## src/rtl/irq_flag_ctrl.sv

```systemverilog
module irq_flag_ctrl #(
  parameter int W = 8,
  parameter int IDX_W = $clog2(W),
  parameter logic [W-1:0] SRC_MASK = W'(12)
) (
  input  logic             clk,
  input  logic             rst_n,
  input  logic             bus_sel,
  input  logic             bus_wr,
  input  logic             bus_addr,
  input  logic [W-1:0]     bus_wdata,
  output logic [W-1:0]     bus_rdata,
  input  logic [W-1:0]     src_evt,
  input  logic             master_en,
  input  logic             insn_done,
  output logic             irq_req,
  output logic [IDX_W-1:0] irq_idx,
  input  logic             irq_ack,
  input  logic [IDX_W-1:0] ack_idx
);

  logic [W-1:0] flag_q, en_q, flag_d, ack_mask, pend;
  logic         hold_q, wr_flag, wr_en;

  assign wr_flag  = bus_sel & bus_wr & ~bus_addr;
  assign wr_en    = bus_sel & bus_wr &  bus_addr;
  assign ack_mask = irq_ack ? (W'(1) << ack_idx) : '0;
  assign flag_d   = (((wr_flag ? bus_wdata : flag_q) & ~ack_mask) | src_evt) & SRC_MASK;
  assign pend     = flag_q & en_q;
  assign irq_req  = master_en & ~hold_q & (|pend);
  assign bus_rdata = bus_addr ? en_q : flag_q;

  always_comb begin
    irq_idx = '0;
    for (int i = W - 1; i >= 0; i--)
      if (pend[i]) irq_idx = IDX_W'(i);
  end

  always_ff @(posedge clk or negedge rst_n) begin
    if (!rst_n) begin
      flag_q <= '0;
      en_q   <= '0;
      hold_q <= 1'b0;
    end else begin
      flag_q <= flag_d;
      if (wr_en) en_q <= bus_wdata;
      if (wr_flag | wr_en) hold_q <= 1'b1;
      else if (insn_done)  hold_q <= 1'b0;
    end
  end

endmodule


```

## config.mk

```make
export PLATFORM = sky130hd
export DESIGN_NAME = irq_flag_ctrl
export DESIGN_NICKNAME = d
export VERILOG_FILES = /design/src/rtl/irq_flag_ctrl.sv
export SDC_FILE = /design/constraint.sdc
export NUM_CORES = 1
export LEC_CHECK = 0
export ABC_AREA = 1
export BUFFER_PORTS_ARGS = -buffer_cell sky130_fd_sc_hd__buf_4
export CAP_MARGIN = 20
export CORE_MARGIN = 1.5
export CORE_UTILIZATION = 40
export CTS_BUF_LIST = sky130_fd_sc_hd__clkbuf_2 sky130_fd_sc_hd__clkbuf_4 sky130_fd_sc_hd__clkbuf_8
export DETAILED_ROUTE_END_ITERATION = 8
export GPL_TIMING_DRIVEN = 1
export PLACE_DENSITY = 0.88
export SYNTH_ARGS = -nofsm -noshare
export SYNTH_HDL_FRONTEND = slang
export SYNTH_SLANG_ARGS = --single-unit
```

## constraint.sdc

```tcl
create_clock -name clk -period 1 [get_ports clk]
set_input_delay 0.25 -clock clk [delete_from_list [all_inputs] [get_ports clk]]
set_output_delay 0.25 -clock clk [all_outputs]
set_load 0.005 [all_outputs]
```

==> results of run 1 <==
cell families (layout without fill, tap and decap cells):
group,count (synthesis),count (layout),share of synthesized area
other cells,1,1,0.005970
compound gates,4,4,0.03784
flops,11,11,0.4382
simple gates,51,51,0.3645
buf+inv,18,58,0.1534
synth_stat cells (all sizes together):
cell / count
nand4: 3
o21ai: 3
conb: 1
dfrtp: 11
a21oi: 1
buf: 3
nand2: 37
inv: 14
clkinv: 1
nor2: 1
nand3: 10
routing by layer:
| layer | track usage | routed length, um | up-vias |
|---|---|---|---|
| met4 | 0.05625 | 15 | 0 |
| li1 | - | - | 338 |
| met3 | 0.03448 | 105 | 2 |
| met1 | 0.1644 | 552 | 288 |
| met2 | 0.3394 | 777 | 26 |
| met5 | 0 | 0 | - |
metrics by stage:
step                hold slack (ps)  cell area, um2    util  TNS, ps  cells
global route                  165.6           982.2  0.6597    -2402    141
detailed placement            92.47           858.3  0.5765   -77.00    130
floorplan                    -45.59           628.1       -        0     85
global placement              90.53           858.3  0.5765   -57.71    130
CTS                           158.4           944.7  0.6345    -1925    137
finish                        158.1           982.2  0.6597    -1940    141
power groups by stage:
stage / combinational (uW) / sequential (uW) / clock [uW]
after floorplan: 157 / 542 / 0
after global placement: 314 / 547 / 0
final: 413 / 541 / 337
after global routing: 458 / 547 / 348
after CTS: 378 / 545 / 341
after detailed placement: 327 / 552 / 0
sequential cells by signal, indices dropped and copies added (netlist names):
name    cells
flag_q      2
en_q        8
hold_q      1
final timing paths:
check,from,to,slack (ps),cells past startpoint
worst min-delay path,src_evt[3],flag_q[3],160,3
min in group asynchronous,rst_n,flag_q[3],350,2
worst max-delay path,en_q[3],bus_rdata[3],-310,4
worst max register to register,en_q[0],en_q[0],170,4
max in group asynchronous,rst_n,en_q[2],490,2
worst min register to register,en_q[5],en_q[5],470,2
cell type report:
class	instances	share of cell area
Inverter	15	0.06752
Timing Repair Buffer	39	0.3274
Tap cell	16	0.02038
Multi-Input combinational cell	56	0.2739
Sequential cell	11	0.2803
Clock buffer	4	0.03057
critical path: cells and delay by family (launching register included):
| kind | cells | cell delay [ps] |
|---|---|---|
| DFF | 1 | 400 |
| buffers and inverters | 2 | 290 |
| and+or+nand+nor | 1 | 40 |
| AOI/OAI and AO/OA | 1 | 70 |
what timing repair did:
item | CTS | global route
setup endpoints to repair | 11 | 11
pin swaps | 3 | 2
buffers inserted | 2 | 4
resized for setup | 10 | 3
endpoints found under the hold margin | 11 | 0
hold buffers | 1 | 0
==> metrics.md, run 1 <==
| Metric | Value |
|---|---|
| Status | complete, but fails checks |
| Failing checks | negative setup slack |
| Final ANT Viol Nets | 0 |
| WL/cell | 10.29 um |
| Seq/Total Area, Yosys | 0.4382 |
| Worst skew pair latency | 270 ps |
| DRC | 0 |
| CTS buffer count | 3 |
| CP Data Arrival Time | 1060 ps |
| Die H | about 43 um |
| Slowest CP cell | dfrtp_1 |
| Average via count per standard cell | ~4.6 |
| Required time worst endpoint | 750 ps |
| Yosys warning count | 0 |
| Cells after Synth | 85 |
| # port buffers | 31 |
| Critical Path Source Type | register |
| Max Root-Sink Buffers | 2 |
| Row cnt | 14 |
| Finish-stage setup viols | 11 |
| Fill count | roughly 140 |
| Comb power frac | 0.320 |
| Syn avg cell area | between 7 and 8 um2 |
| Synth area leaders | dfrtp_1, nand2_1, inv_1, nand3_1, buf_6 |
| Max VDD drop | slightly above 0.0009 V |
| Root Driver | clkbuf_4 |
| Final worst-path cycle share | 1.307 |
| CP peak stage delay | around 400 ps |
| Clock share of power | 0.261 |
| Area occupied by multi-input gates | ~270 um2 |
| Clk_skew | 0 ps |
| Synth top area share | 0.4382 |
| CTS tree | yes |
| IO Pins | 39 |
| Cell taking the most area after synthesis | dfrtp_1 |
| Sequential share of power | 0.419 |
| Worst Slack Setup Final | -307.2 ps |
| Pwr Density | around 1300 nW/um2 |
| P_sw | 368.4 uW |
| Register bit total from synthesis | 11 |
| GRT Resource Usage Total | 0.1692 |
| Share of cells above drive strength 1 | 0.4320 |
| Placer congestion estimate | 0.7224 |
| Worst-path cell chain | buf_4 > nand2_1 > o21ai_1 > buf_4 |
| Most frequent cells in the layout | buf_4, nand2_1, inv_1, dfrtp_1, nand3_1 |
| Initial antenna violation count | 0 |
| Leak pwr | just under 0.0006 uW |
| Die area | ~1800 um2 |
| Wire length of the first global-routing pass | approximately 2300 um |
| Starting Density | 0.4218 |
| Power Internal | a little over 900 uW |
| CP Capture Type | primary output |
| Worst-path clk slew | 80 ps |
| Max cap viols | 0 |
| Synth unique cells | 17 |
| Clock sink total | 11 |
| Antenna cells | 0 |
| CTS H-tree lvls | 1 |
| Total grt overflow | 0 |
| Largest net degree at the start of global routing | 17 |
| DP Worst Slack | -52.82 ps |
| Final Hold Vio Count | 0 |
| Power Total | around 1300 uW |
| CP dominant cell by count | buf_4 |
| Iter 0 DRT Violations | 6 |
| Crit-path max FO | 2 |
| Synthesized area | around 630 um2 |
| Total core area | between 1000 and 1500 um2 |
| Crit path kind | reg -> out |
| Final Critical Period | between 1000 and 1500 ps |
| Final nets | ~150 |
| Vias in the first global route | between 600 and 700 |
| RSZ-0062 raised after global routing | yes |
| F_max | about 760 MHz |
| Min-delay worst type | in -> reg |
| Post-DP HPWL | between 1000 and 1500 um |
| Area delta synth->final | 56.37% |
| Via count | 654 |
| Post-Syn Nets | between 100 and 150 |
| FF+latch area | between 200 and 300 um2 |
| Final WL | 1451 um |
| Die Width | 42.63 um |
| Slew Viols, Final | 0 |
| Commonest non-fill, non-tap cell in the layout | buf_4 |
| DR pass1 iterations | 3 |
| Switching Fraction | 0.2855 |
Power figures use the tool's default switching activity.
==> inputs of run 2 (changes only) <==
--- a/config.mk
+++ b/config.mk
@@ -14,6 +14,7 @@
 export DETAILED_ROUTE_END_ITERATION = 8
 export GPL_TIMING_DRIVEN = 1
 export PLACE_DENSITY = 0.88
+export SETUP_SLACK_MARGIN = 0.5
 export SYNTH_ARGS = -nofsm -noshare
 export SYNTH_HDL_FRONTEND = slang
 export SYNTH_SLANG_ARGS = --single-unit
==> constraint.sdc (replaced) <==
create_clock -name clk -period 1.5 [get_ports clk]
set_input_delay 0.375 -clock clk [delete_from_list [all_inputs] [get_ports clk]]
set_output_delay 0.375 -clock clk [all_outputs]
set_load 0.005 [all_outputs]
==> run 2 against run 1 <==
The flow now finishes without violations. Flip-flop and latch count unchanged. Routed wire length is 30% higher. Clock power shrank 34%. First-iteration DRC count rose to 3.3 times the previous value. Critical path type unchanged. Largest cell class unchanged. Largest power group unchanged. Highest routed layer unchanged.
==> metrics.md, run 2 (same netlist as run 1, synthesis figures left out) <==
| Metric | Value |
|---|---|
| Status | finished clean |
| Row cnt | 14 (unchanged) |
| Min-delay worst type | in -> reg |
| Slowest CP cell | dfrtp_1 |
| Clk_skew | 0 ps (unchanged) |
| Vias in the first global route | 602 (-0.82%) |
| WL/cell | 13.36 um (+30%) |
| Wire length of the first global-routing pass | 2649 um (+15%) |
| Fill count | 111 (-18%) |
| Placer congestion estimate | 0.7469 (+3.4%) |
| Area delta synth->final | 57.77% |
| Max FFs per register | 8 (unchanged) |
| CTS tree | yes |
| RSZ-0062 raised after global routing | yes |
| CTS H-tree lvls | 1 (unchanged) |
| Finish-stage setup viols | 0 (-11) |
| DR WL met2 | 1022 um (+32%) |
| CTS buffer count | 3 (unchanged) |
| Commonest non-fill, non-tap cell in the layout | buf_4 |
| # placed instances | 129 (-0.77%) |
| Clock sink total | 11 (unchanged) |
| Final ANT Viol Nets | 0 (unchanged) |
| Max layer used | met4 |
| Worst-path cell chain | nand2_2 > nand2_2 > buf_4 > buf_4 |
| Post-DP HPWL | 1109 um (-3.0%) |
| Final worst-path cycle share | 0.9842 |
| Max VDD drop | 0.0006526 V (-30%) |
| Largest net degree at the start of global routing | 19 (+2) |
| Total core area | 1489 um2 (unchanged) |
| Worst skew pair latency | 290 ps (+20 ps) |
| CP Data Arrival Time | 1100 ps (+40 ps) |
| Required time worst endpoint | 1120 ps (+370 ps) |
| Iter 0 DRT Violations | 20 (+14) |
| Biggest regs | en_q: 8 flops, flag_q: 2 flops, hold_q: 1 flops |
| DRC | 0 (unchanged) |
| Setup crit start | en_q[3] |
| Via count | 715 (+9.3%) |
| Average via count per standard cell | 5.071 (+9.3%) |
| CP Capture Type | primary output |
| Die H | 42.63 um (unchanged) |
| # port buffers | 31 (unchanged) |
| Crit path kind | reg -> out |
| Met3 WL post-DR | 128 um (+22%) |
| Slew Viols, Final | 0 (unchanged) |
| Leak pwr | 0.0005868 uW (-0.94%) |
| Setup TNS | 0 ps (+1940 ps) |
| Final WL | 1884 um (+30%) |
| Crit-path max FO | 3 (+1) |
| Root Driver | clkbuf_4 |
| Final Hold Vio Count | 0 (unchanged) |
| Die Width | 42.63 um (unchanged) |
| Initial antenna violation count | 0 (unchanged) |
| Design area | 991.0 um2 (+0.89%) |
| Die area | 1817 um2 (unchanged) |
| Critical Path Source Type | register |
| Final nets | 153 (unchanged) |
| Biggest register | en_q |
| DRT met1 WL | 662 um (+20%) |
| Area after DPL | 853.3 um2 (-0.58%) |
| Starting Density | 0.4218 (unchanged) |
| Pwr Density | 891.8 nW/um2 (-32%) |
| Share of cells above drive strength 1 | 0.4800 (+0.04800) |
| DR pass1 iterations | 4 (+1) |
| Max Root-Sink Buffers | 2 (unchanged) |
| Most frequent cells in the layout | buf_4, nand2_1, dfrtp_1, inv_1 |
| Total grt overflow | 0 (unchanged) |
| Final Non-Filler Cells | 141 (unchanged) |
| Worst hold start | src_evt[3] |
| F_max | a little under 700 MHz |
| Worst-path clk slew | 90 ps (about the same) |
| GRT Resource Usage Total | 0.1968 (+0.02758) |
| Layout Utilization | 0.6655 (+0.005882) |
| Antenna cells | 0 (unchanged) |
| IO Pins | 39 (unchanged) |
| Min Hold Slack | 278.4 ps (+120.3 ps) |
| Max cap viols | 0 (unchanged) |
| Final Critical Period | ~1500 ps |
| CP peak stage delay | 420 ps (+20 ps) |
| RR Startpoint | flag_q[2] |
==> run 2: layout make-up <==
| class | count | area [um2] | share of cell area |
|---|---|---|---|
| timing repair buffer | 39 | 325.3 | 0.3283 |
| multi-input combinational | 56 | 276.5 | 0.2790 |
| sequential | 11 | 275.3 | 0.2778 |
| inverter | 15 | 66.31 | 0.06692 |
| clock buffer | 3 | 22.52 | 0.02273 |
| tap | 16 | 20.02 | 0.02020 |
| clock inverter | 1 | 5.005 | 0.005051 |
==> run 2: path summary, 6_finish.rpt <==
| kind | depth (start not counted) | slack, ps | to |
|---|---|---|---|
| min reg2reg | 2 | 490 | en_q[7] |
| max in group asynchronous | 2 | 880 | en_q[2] |
| min in group asynchronous | 2 | 450 | en_q[3] |
| min | 3 | 280 | flag_q[3] |
| max | 4 | 20 | irq_idx[1] |
| max reg2reg | 5 | 600 | flag_q[2] |
==> run 2: where the power goes <==
part	switching (uW)	total [uW]	leakage (uW)	internal, uW
Clock	123	223	0.0000177	99.2
Sequential	27.9	364	0.000131	336
Combinational	131	297	0.000438	165
==> run 2: what timing repair did <==
action	CTS	global route
setup buffers	2	5
endpoints found under the setup margin	11	11
pin swaps	2	3
hold endpoints to repair	11	0
gates resized for setup	8	11
hold buffers	1	0
==> run 2: through the flow <==
step                power (uW)  setup slack (ps)
floorplan                472.0             412.7
global placement         574.1             228.1
detailed placement       583.2             228.9
CTS                      825.3             30.85
global route             930.3            -60.43
finish                   883.7             23.70
==> run 2: critical path, delay by kind of cell (launching register included) <==
family	cells	cell delay (ps)
buffers and inverters	2	250
DFF	1	420
and+or+nand+nor	2	140
==> run 2: per-layer routing <==
layer  up-vias  track usage
li1        336            -
met1       331       0.2514
met2        37       0.3212
met3        11      0.03017
met4         0      0.09375
met5         -            0
